$ cat src/rtl/fft_win_pkg.sv
package fft_win_pkg;
    typedef enum logic [1:0] {
        ST_IDLE = 2'd0,
        ST_SEEK = 2'd1,
        ST_WIN  = 2'd2
    } win_state_e;
endpackage

$ cat src/rtl/fft_win_pos_cnt.sv
module fft_win_pos_cnt #(
    parameter int SYM_LEN = 2560,
    parameter int CNT_W   = $clog2(SYM_LEN)
) (
    input  logic             clk,
    input  logic             rst_n,
    input  logic             adv,
    output logic [CNT_W-1:0] pos
);
    localparam logic [CNT_W-1:0] LAST = CNT_W'(SYM_LEN - 1);

    always_ff @(posedge clk) begin
        if (!rst_n)
            pos <= '0;
        else if (adv)
            pos <= (pos == LAST) ? '0 : pos + 1'b1;
    end
endmodule

$ cat src/rtl/fft_win_target.sv
module fft_win_target #(
    parameter int SYM_LEN = 2560,
    parameter int CP_LEN  = 512,
    parameter int CNT_W   = $clog2(SYM_LEN)
) (
    input  logic             clk,
    input  logic             rst_n,
    input  logic             est_vld,
    input  logic [CNT_W-1:0] est_pos,
    input  logic             hold,
    input  logic             release_win,
    output logic [CNT_W-1:0] tgt,
    output logic             tgt_ok
);
    localparam logic [CNT_W:0] SYM_W = (CNT_W+1)'(SYM_LEN);
    localparam logic [CNT_W:0] CP_W  = (CNT_W+1)'(CP_LEN);

    logic [CNT_W:0]   sum;
    logic [CNT_W-1:0] est_tgt;
    logic [CNT_W-1:0] pend;
    logic             pend_v;

    always_comb begin
        sum = {1'b0, est_pos} + CP_W;
        if (sum >= SYM_W)
            sum = sum - SYM_W;
        est_tgt = sum[CNT_W-1:0];
    end

    always_ff @(posedge clk) begin
        if (!rst_n) begin
            tgt    <= '0;
            tgt_ok <= 1'b0;
            pend   <= '0;
            pend_v <= 1'b0;
        end else if (est_vld && (!hold || release_win)) begin
            tgt    <= est_tgt;
            tgt_ok <= 1'b1;
            pend_v <= 1'b0;
        end else if (est_vld) begin
            pend   <= est_tgt;
            pend_v <= 1'b1;
        end else if (release_win && pend_v) begin
            tgt    <= pend;
            pend_v <= 1'b0;
        end
    end
endmodule

$ cat src/rtl/fft_win_len_cnt.sv
module fft_win_len_cnt #(
    parameter int FFT_LEN = 2048,
    parameter int LEN_W   = $clog2(FFT_LEN)
) (
    input  logic clk,
    input  logic rst_n,
    input  logic clr,
    input  logic adv,
    output logic last
);
    localparam logic [LEN_W-1:0] END_IDX = LEN_W'(FFT_LEN - 1);

    logic [LEN_W-1:0] cnt;

    always_ff @(posedge clk) begin
        if (!rst_n)
            cnt <= '0;
        else if (clr)
            cnt <= LEN_W'(1);
        else if (adv)
            cnt <= cnt + 1'b1;
    end

    assign last = (cnt == END_IDX);
endmodule

$ cat src/rtl/fft_win_gen.sv
module fft_win_gen
    import fft_win_pkg::*;
#(
    parameter int FFT_LEN = 2048,
    parameter int CP_LEN  = FFT_LEN / 4,
    parameter int SYM_LEN = FFT_LEN + CP_LEN,
    parameter int CNT_W   = $clog2(SYM_LEN)
) (
    input  logic             clk,
    input  logic             rst_n,
    input  logic             smp_vld,
    input  logic             est_vld,
    input  logic [CNT_W-1:0] est_pos,
    output logic             win_start,
    output logic             win_act
);
    win_state_e       state, state_nx;
    logic [CNT_W-1:0] pos;
    logic [CNT_W-1:0] tgt;
    logic             tgt_ok;
    logic             hit;
    logic             len_last;
    logic             win_end;

    fft_win_pos_cnt #(.SYM_LEN(SYM_LEN), .CNT_W(CNT_W)) i_pos (
        .clk   (clk),
        .rst_n (rst_n),
        .adv   (smp_vld),
        .pos   (pos)
    );

    fft_win_target #(.SYM_LEN(SYM_LEN), .CP_LEN(CP_LEN), .CNT_W(CNT_W)) i_tgt (
        .clk         (clk),
        .rst_n       (rst_n),
        .est_vld     (est_vld),
        .est_pos     (est_pos),
        .hold        ((state == ST_WIN) || hit),
        .release_win (win_end),
        .tgt         (tgt),
        .tgt_ok      (tgt_ok)
    );

    fft_win_len_cnt #(.FFT_LEN(FFT_LEN)) i_len (
        .clk   (clk),
        .rst_n (rst_n),
        .clr   (hit),
        .adv   ((state == ST_WIN) && smp_vld),
        .last  (len_last)
    );

    assign hit     = (state == ST_SEEK) && smp_vld && (pos == tgt);
    assign win_end = (state == ST_WIN) && smp_vld && len_last;

    always_comb begin
        state_nx = state;
        unique case (state)
            ST_IDLE: if (tgt_ok)  state_nx = ST_SEEK;
            ST_SEEK: if (hit)     state_nx = ST_WIN;
            ST_WIN:  if (win_end) state_nx = ST_SEEK;
            default:              state_nx = ST_IDLE;
        endcase
    end

    always_ff @(posedge clk) begin
        if (!rst_n)
            state <= ST_IDLE;
        else
            state <= state_nx;
    end

    always_comb begin
        win_start = 1'b0;
        win_act   = 1'b0;
        unique case (state)
            ST_IDLE: ;
            ST_SEEK: begin
                win_start = hit;
                win_act   = hit;
            end
            ST_WIN:  win_act = smp_vld;
            default: ;
        endcase
    end
endmodule

$ cat config.mk
export PLATFORM = sky130hd
export DESIGN_NAME = fft_win_gen
export DESIGN_NICKNAME = d
export VERILOG_FILES = /design/src/rtl/fft_win_pkg.sv /design/src/rtl/fft_win_pos_cnt.sv /design/src/rtl/fft_win_target.sv /design/src/rtl/fft_win_len_cnt.sv /design/src/rtl/fft_win_gen.sv
export SDC_FILE = /design/constraint.sdc
export NUM_CORES = 1
export LEC_CHECK = 0
export BUFFER_PORTS_ARGS = -buffer_cell sky130_fd_sc_hd__buf_2
export CAP_MARGIN = 20
export CORE_UTILIZATION = 35
export DETAILED_ROUTE_END_ITERATION = 12
export GPL_ROUTABILITY_DRIVEN = 0
export SYNTH_ARGS = -nofsm -noshare
export SYNTH_HDL_FRONTEND = slang
export SYNTH_SLANG_ARGS = --single-unit
$ cat constraint.sdc
create_clock -name clk -period 3.8 [get_ports clk]
set_clock_uncertainty 0.15 [all_clocks]
set_input_delay 0.76 -clock clk [delete_from_list [all_inputs] [get_ports clk]]
set_output_delay 0.76 -clock clk [all_outputs]
set_load 0.01 [all_outputs]
Yosys cells after proc, flatten, opt, wreduce, memory -nomap -nowiden
Index checks and enable logic that the tools add are counted.

Register bits after elaboration: 51. Word-level logic and storage cells: 57. Input port bits: 16. Output and inout bits: 2.

Bitwise gates (word level): 2. Reduce and logical (&&, ||, !) cells: 18. Equal/unequal tests: 9. Magnitude comparators: 1. Mux-type cells: 15. Add/subtract/negate cells: 4.

Operator list (number): 2-to-1 mux 12 bit (5); adder 12 x 10 -> 13 bit, second input constant (1); greater-or-equal comparator 13 x 12 -> 1 bit, second input constant (1); adder 12 x 1 -> 12 bit, second input constant (1); == test 12 bit (1); == test 12 bit, second input constant (1); subtractor 12 bit, second input constant (1); adder 11 x 1 -> 11 bit, second input constant (1); == test 11 bit, second input constant (1); logical AND 1 bit (6); 2-to-1 mux 2 bit (3); inequality test 2 x 1 -> 1 bit, second input constant (3); case mux 2 bit (3 select lines) (1); nonzero test 2 bit (3); 2-to-1 mux 1 bit (5); AND reduction 2 bit (2); OR reduction 2 bit (2); AND reduction 3 bit (1); == test 2 x 1 -> 1 bit, second input constant (1); == test 2 bit, second input constant (1); logical NOT 2 bit (1); logical OR 1 bit (2); inequality test 2 bit, second input constant (1); NOT 1 bit (2); 2 further kinds (2).

Depth between registers and ports, before layout
Depth in word-level cells: 9. Mapped depth: 8. Mapped depth without buffers: 7.

Hierarchy
A second synthesis with hierarchy kept.

Cells, all modules: 299. Area, all modules: 2650.0 µm².

By module, submodules not included: fft_win_target (times used 1, cells an instance 136, sequential area each 520.5 µm², area each 1181.1 µm²); fft_win_pos_cnt (times used 1, cells an instance 61, sequential area each 240.2 µm², area each 590.6 µm²); fft_win_len_cnt (times used 1, cells an instance 57, sequential area each 220.2 µm², area each 518.0 µm²); fft_win_gen (times used 1, cells an instance 45, sequential area each 40.0 µm², area each 360.3 µm²).

Worst setup path after synthesis
OpenSTA, ideal clock, no wires.

Path kind: input to output. From: in smp_vld. To: out win_act. Data arrival time: 1.704 ns. Required time: 2.890 ns. Stages: 5. Slack: 1.186 ns. Buffers on the path: 1. Cell sequence: buf_2 -> nand2_1 -> nor2_1 -> nand4_4 -> a21boi_0.

Word-level cells in the longest chain between the ends: 3.

RTL lines: start, declared (line fft_win_gen.sv:11) `input logic smp_vld,`; logical AND 1 bit (2 in a row) (line fft_win_gen.sv:51) `assign hit = (state == ST_SEEK) && smp_vld && (pos == tgt);`; case mux 1 bit (2 select lines) (*) (line fft_win_gen.sv:74) `unique case (state)`; end, declared (line fft_win_gen.sv:15) `output logic win_act`.

Mark *: on every way between the ends. The rest lies on a longest branch, timed or not.

Final worst setup path
From: reg i_pos.pos[5]. To: out win_start.

Word-level cells in the longest chain between the ends: 3.

RTL lines: start, declared (line fft_win_pos_cnt.sv:8) `output logic [CNT_W-1:0] pos`; start signal, assigned (line fft_win_pos_cnt.sv:16) `pos <= (pos == LAST) ? '0 : pos + 1'b1;`; == test 12 bit (line fft_win_gen.sv:51); logical AND 1 bit (line fft_win_gen.sv:51); 2-to-1 mux 1 bit (line fft_win_gen.sv:74); end, declared (line fft_win_gen.sv:14) `output logic win_start,`.

Every way passes these cells.

==> results.sh <==
export IMPL_status="finished, final reports clean"
export IMPL_timing_rr_start="i_pos.pos[10]"
export IMPL_cts_tree="yes"
export IMPL_swShare_pct=27.7
export IMPL_utilization_pct=40.1
export IMPL_clock_power_share_pct=32.6
export IMPL_seq_area_frac_synth_pct=39.1
export IMPL_die_w_microns=88.4
export IMPL_power_switching_mw=0.346
export IMPL_post_route_period_util_pct=75.2
export IMPL_ys_types=41
export IMPL_grt_pass1_vias=1826
export IMPL_rr_endpoint="i_tgt.tgt[7]"
export IMPL_drc=0
export IMPL_cts_buffer_depth=2
export IMPL_leakagePower_nw=1.20
export IMPL_ir_worst_vdd_v=0.000172
export IMPL_criticalPathCategory="flop to output pin"
export IMPL_drtAntennaViolNets=0
export IMPL_yosysWarningCount=0
export IMPL_cp_max_fo=6
export IMPL_drtIter0Drc=128
export IMPL_whs_ns=0.311
export IMPL_pre_cts_ws_ns=1.08
export IMPL_tightest_slew_ns=0.625
export IMPL_critPathRequiredTime_ns=2.89
export IMPL_period_minus_slack_ns=2.86
export IMPL_pwr_share_seq_pct=48.0
export IMPL_port_buffers=17
export IMPL_grt_remaining_overflow=0
export IMPL_grt_setup_unrepaired="false"
export IMPL_coreArea_sq_um=7210
export IMPL_final_common_cell="nand2_1"
export IMPL_powerDensity_nw_per_um2=432
export IMPL_clk_pin_slew_worst_paths_ns=0.10
export IMPL_cts_hold_buffers=0
export IMPL_combPwrFrac_pct=19.4
export IMPL_setup_viol=0
export IMPL_syn_area_sq_um=2610
export IMPL_fmax_mhz=350
export IMPL_viasPerCell=4.76
export IMPL_crit_end="win_start"
export IMPL_final_nets=315
export IMPL_synth_avg_cell_area_sq_um=9.49
export IMPL_cts_sinks=51
export IMPL_end_kind="output pin"
export IMPL_cp_data_arrival_time_ns=1.95
export IMPL_groute_usage_overall_pct=14.3
export IMPL_clk_latency_ns=0.31
export IMPL_drt_first_pass_iters=4
export IMPL_initial_core_util_pct=36.2
export IMPL_dieHeight_microns=88.4
export IMPL_final_cell_mix="53 x nand2_1, 51 x dfxtp_1, 27 x nor2_1"
export IMPL_io_pins=18
export IMPL_area_delta_synth_final_pct=10.9
export IMPL_diodes=0
export IMPL_ys_ff_latch=51
export IMPL_htreeDepth=2
export IMPL_vias=1865
export IMPL_synthesis_nets=298
export IMPL_wl_per_cell_microns=12.5
export IMPL_routed_wl_mm=4.91
export IMPL_finalHoldViolCount=0
export IMPL_cts_resized_gates=0
export IMPL_relSlewSlack_pct=58.3
export IMPL_antenna_found_initial=0
export IMPL_synth_edf_count=0
export IMPL_p_int_mw=0.905
export IMPL_fin_setup_tns_ns=0
export IMPL_grt_pass1_wl_mm=8.72
export IMPL_drive_gt1_share_pct=15.7
export IMPL_setup_slack_ns=0.943
export IMPL_grt_max_degree=23
export IMPL_synth_ff_type="dfxtp_1"
export IMPL_slew_viol_final=0
export IMPL_rrSetupSlack_ns=1.48
export IMPL_cp_start_kind="flop"
export IMPL_post_cts_setup_buffers=0
export IMPL_cap_violations=0
export IMPL_rows=31
export IMPL_die_area_sq_um=7810
export IMPL_place_hpwl_mm=3.69
export IMPL_hold_path_class="flop to flop"
export IMPL_startpoint="i_pos.pos[5]"
export IMPL_async_flop_share_pct=0
export IMPL_clockRootBuffer="clkbuf_8"
export IMPL_r2r_cells=5
export IMPL_numCtsBuffers=5
export IMPL_synthCells=275
-- flip-flops by register name, indices dropped and copies added, names as in the netlist --
signal and cells:
i_tgt.tgt 12, i_tgt.pend_v 1, i_tgt.pend 12, state 2, i_pos.pos 12, i_len.cnt 11
i_tgt.tgt_ok 1
-- worst min path at each step --
| stage | start | endpoint | cells past startpoint |
|---|---|---|---|
| CTS | i_tgt.pend[2] | i_tgt.pend[2] | 2 |
| global route | i_tgt.pend[11] | i_tgt.pend[11] | 2 |
| detailed placement | i_tgt.pend[11] | i_tgt.pend[11] | 2 |
| floorplan | i_tgt.pend[0] | i_tgt.pend[0] | 2 |
| finish | i_tgt.pend[5] | i_tgt.pend[5] | 2 |
| global placement | i_tgt.pend[2] | i_tgt.pend[2] | 2 |
-- metal layers --
metal | up-vias | wire (microns) | track usage, %
met3 | 9 | 168 | 3.36
met4 | 0 | 64 | 4.25
met2 | 26 | 2180 | 22.4
met5 | - | 0 | 0
met1 | 862 | 2500 | 19.5
li1 | 968 | - | -
-- power by group through the flow --
stage                     Sequential (mW)  Clock (mW)  Combinational, mW
after floorplan                     0.605           0              0.202
after global placement              0.613           0              0.241
after detailed placement            0.614           0              0.244
after CTS                           0.601       0.421              0.246
after global routing                0.606       0.443              0.277
final                               0.601       0.407              0.243
-- worst max-delay path, stage by stage (launching register included) --
cell and delay, ns:
dfxtp_1 0.38, xor2_1 0.20, or4_1 0.52, nor4_1 0.34
buf_2 0.20
-- cell usage after synthesis (2+ instances only) --
library cell   n  share of area (%)
and2_1         3               0.72
and3_1         2               0.48
nor4_2         2               0.96
nand2_1       53                7.6
nor3_1         3               0.58
buf_2          3               0.58
a21oi_1        2               0.38
nand3_1        3               0.58
mux2i_1       26                 10
nand4_1        8                1.9
nor4_1         4               0.96
xnor2_1       11                3.7
mux2_2         2               0.86
a21boi_0       3               0.86
xor2_1        23                7.7
ha_1           7                3.4
mux2_4        10                5.8
nor2_1        27                3.9
inv_1          7                1.0
buf_6          3                1.3
dfxtp_1       51                 39
clkbuf_1       3               0.43
-- kinds of logic (layout without fill, tap and decap cells) --
kind of cell,Yosys count,in the layout,synth area share (%)
DFF,51,51,39.1
buffers and inverters,16,34,3.31
muxes,38,38,16.6
xor gates and xnor gates,34,34,11.4
AOI/OAI and AO/OA,13,13,4.55
adders and majority gates,7,7,3.36
and+or+nand+nor,116,116,21.7
-- final cells by class --
class	instances	area, sq um
Clock buffer	6	82.6
Clock inverter	2	38.8
Inverter	7	26.3
Fill cell	758	4320
Tap cell	99	124
Multi-Input combinational cell	208	1500
Sequential cell	51	1020
Timing Repair Buffer	19	100
-- stage by stage --
step           cells  total power, mW  area [sq um]
2_1_floorplan    275            0.807          2610
3_3_place_gp     384            0.854          2770
3_5_place_dp     384            0.859          2770
4_1_cts          392             1.27          2900
5_1_grt          392             1.33          2900
6_report         392             1.25          2900
Power figures use the tool's default switching activity.
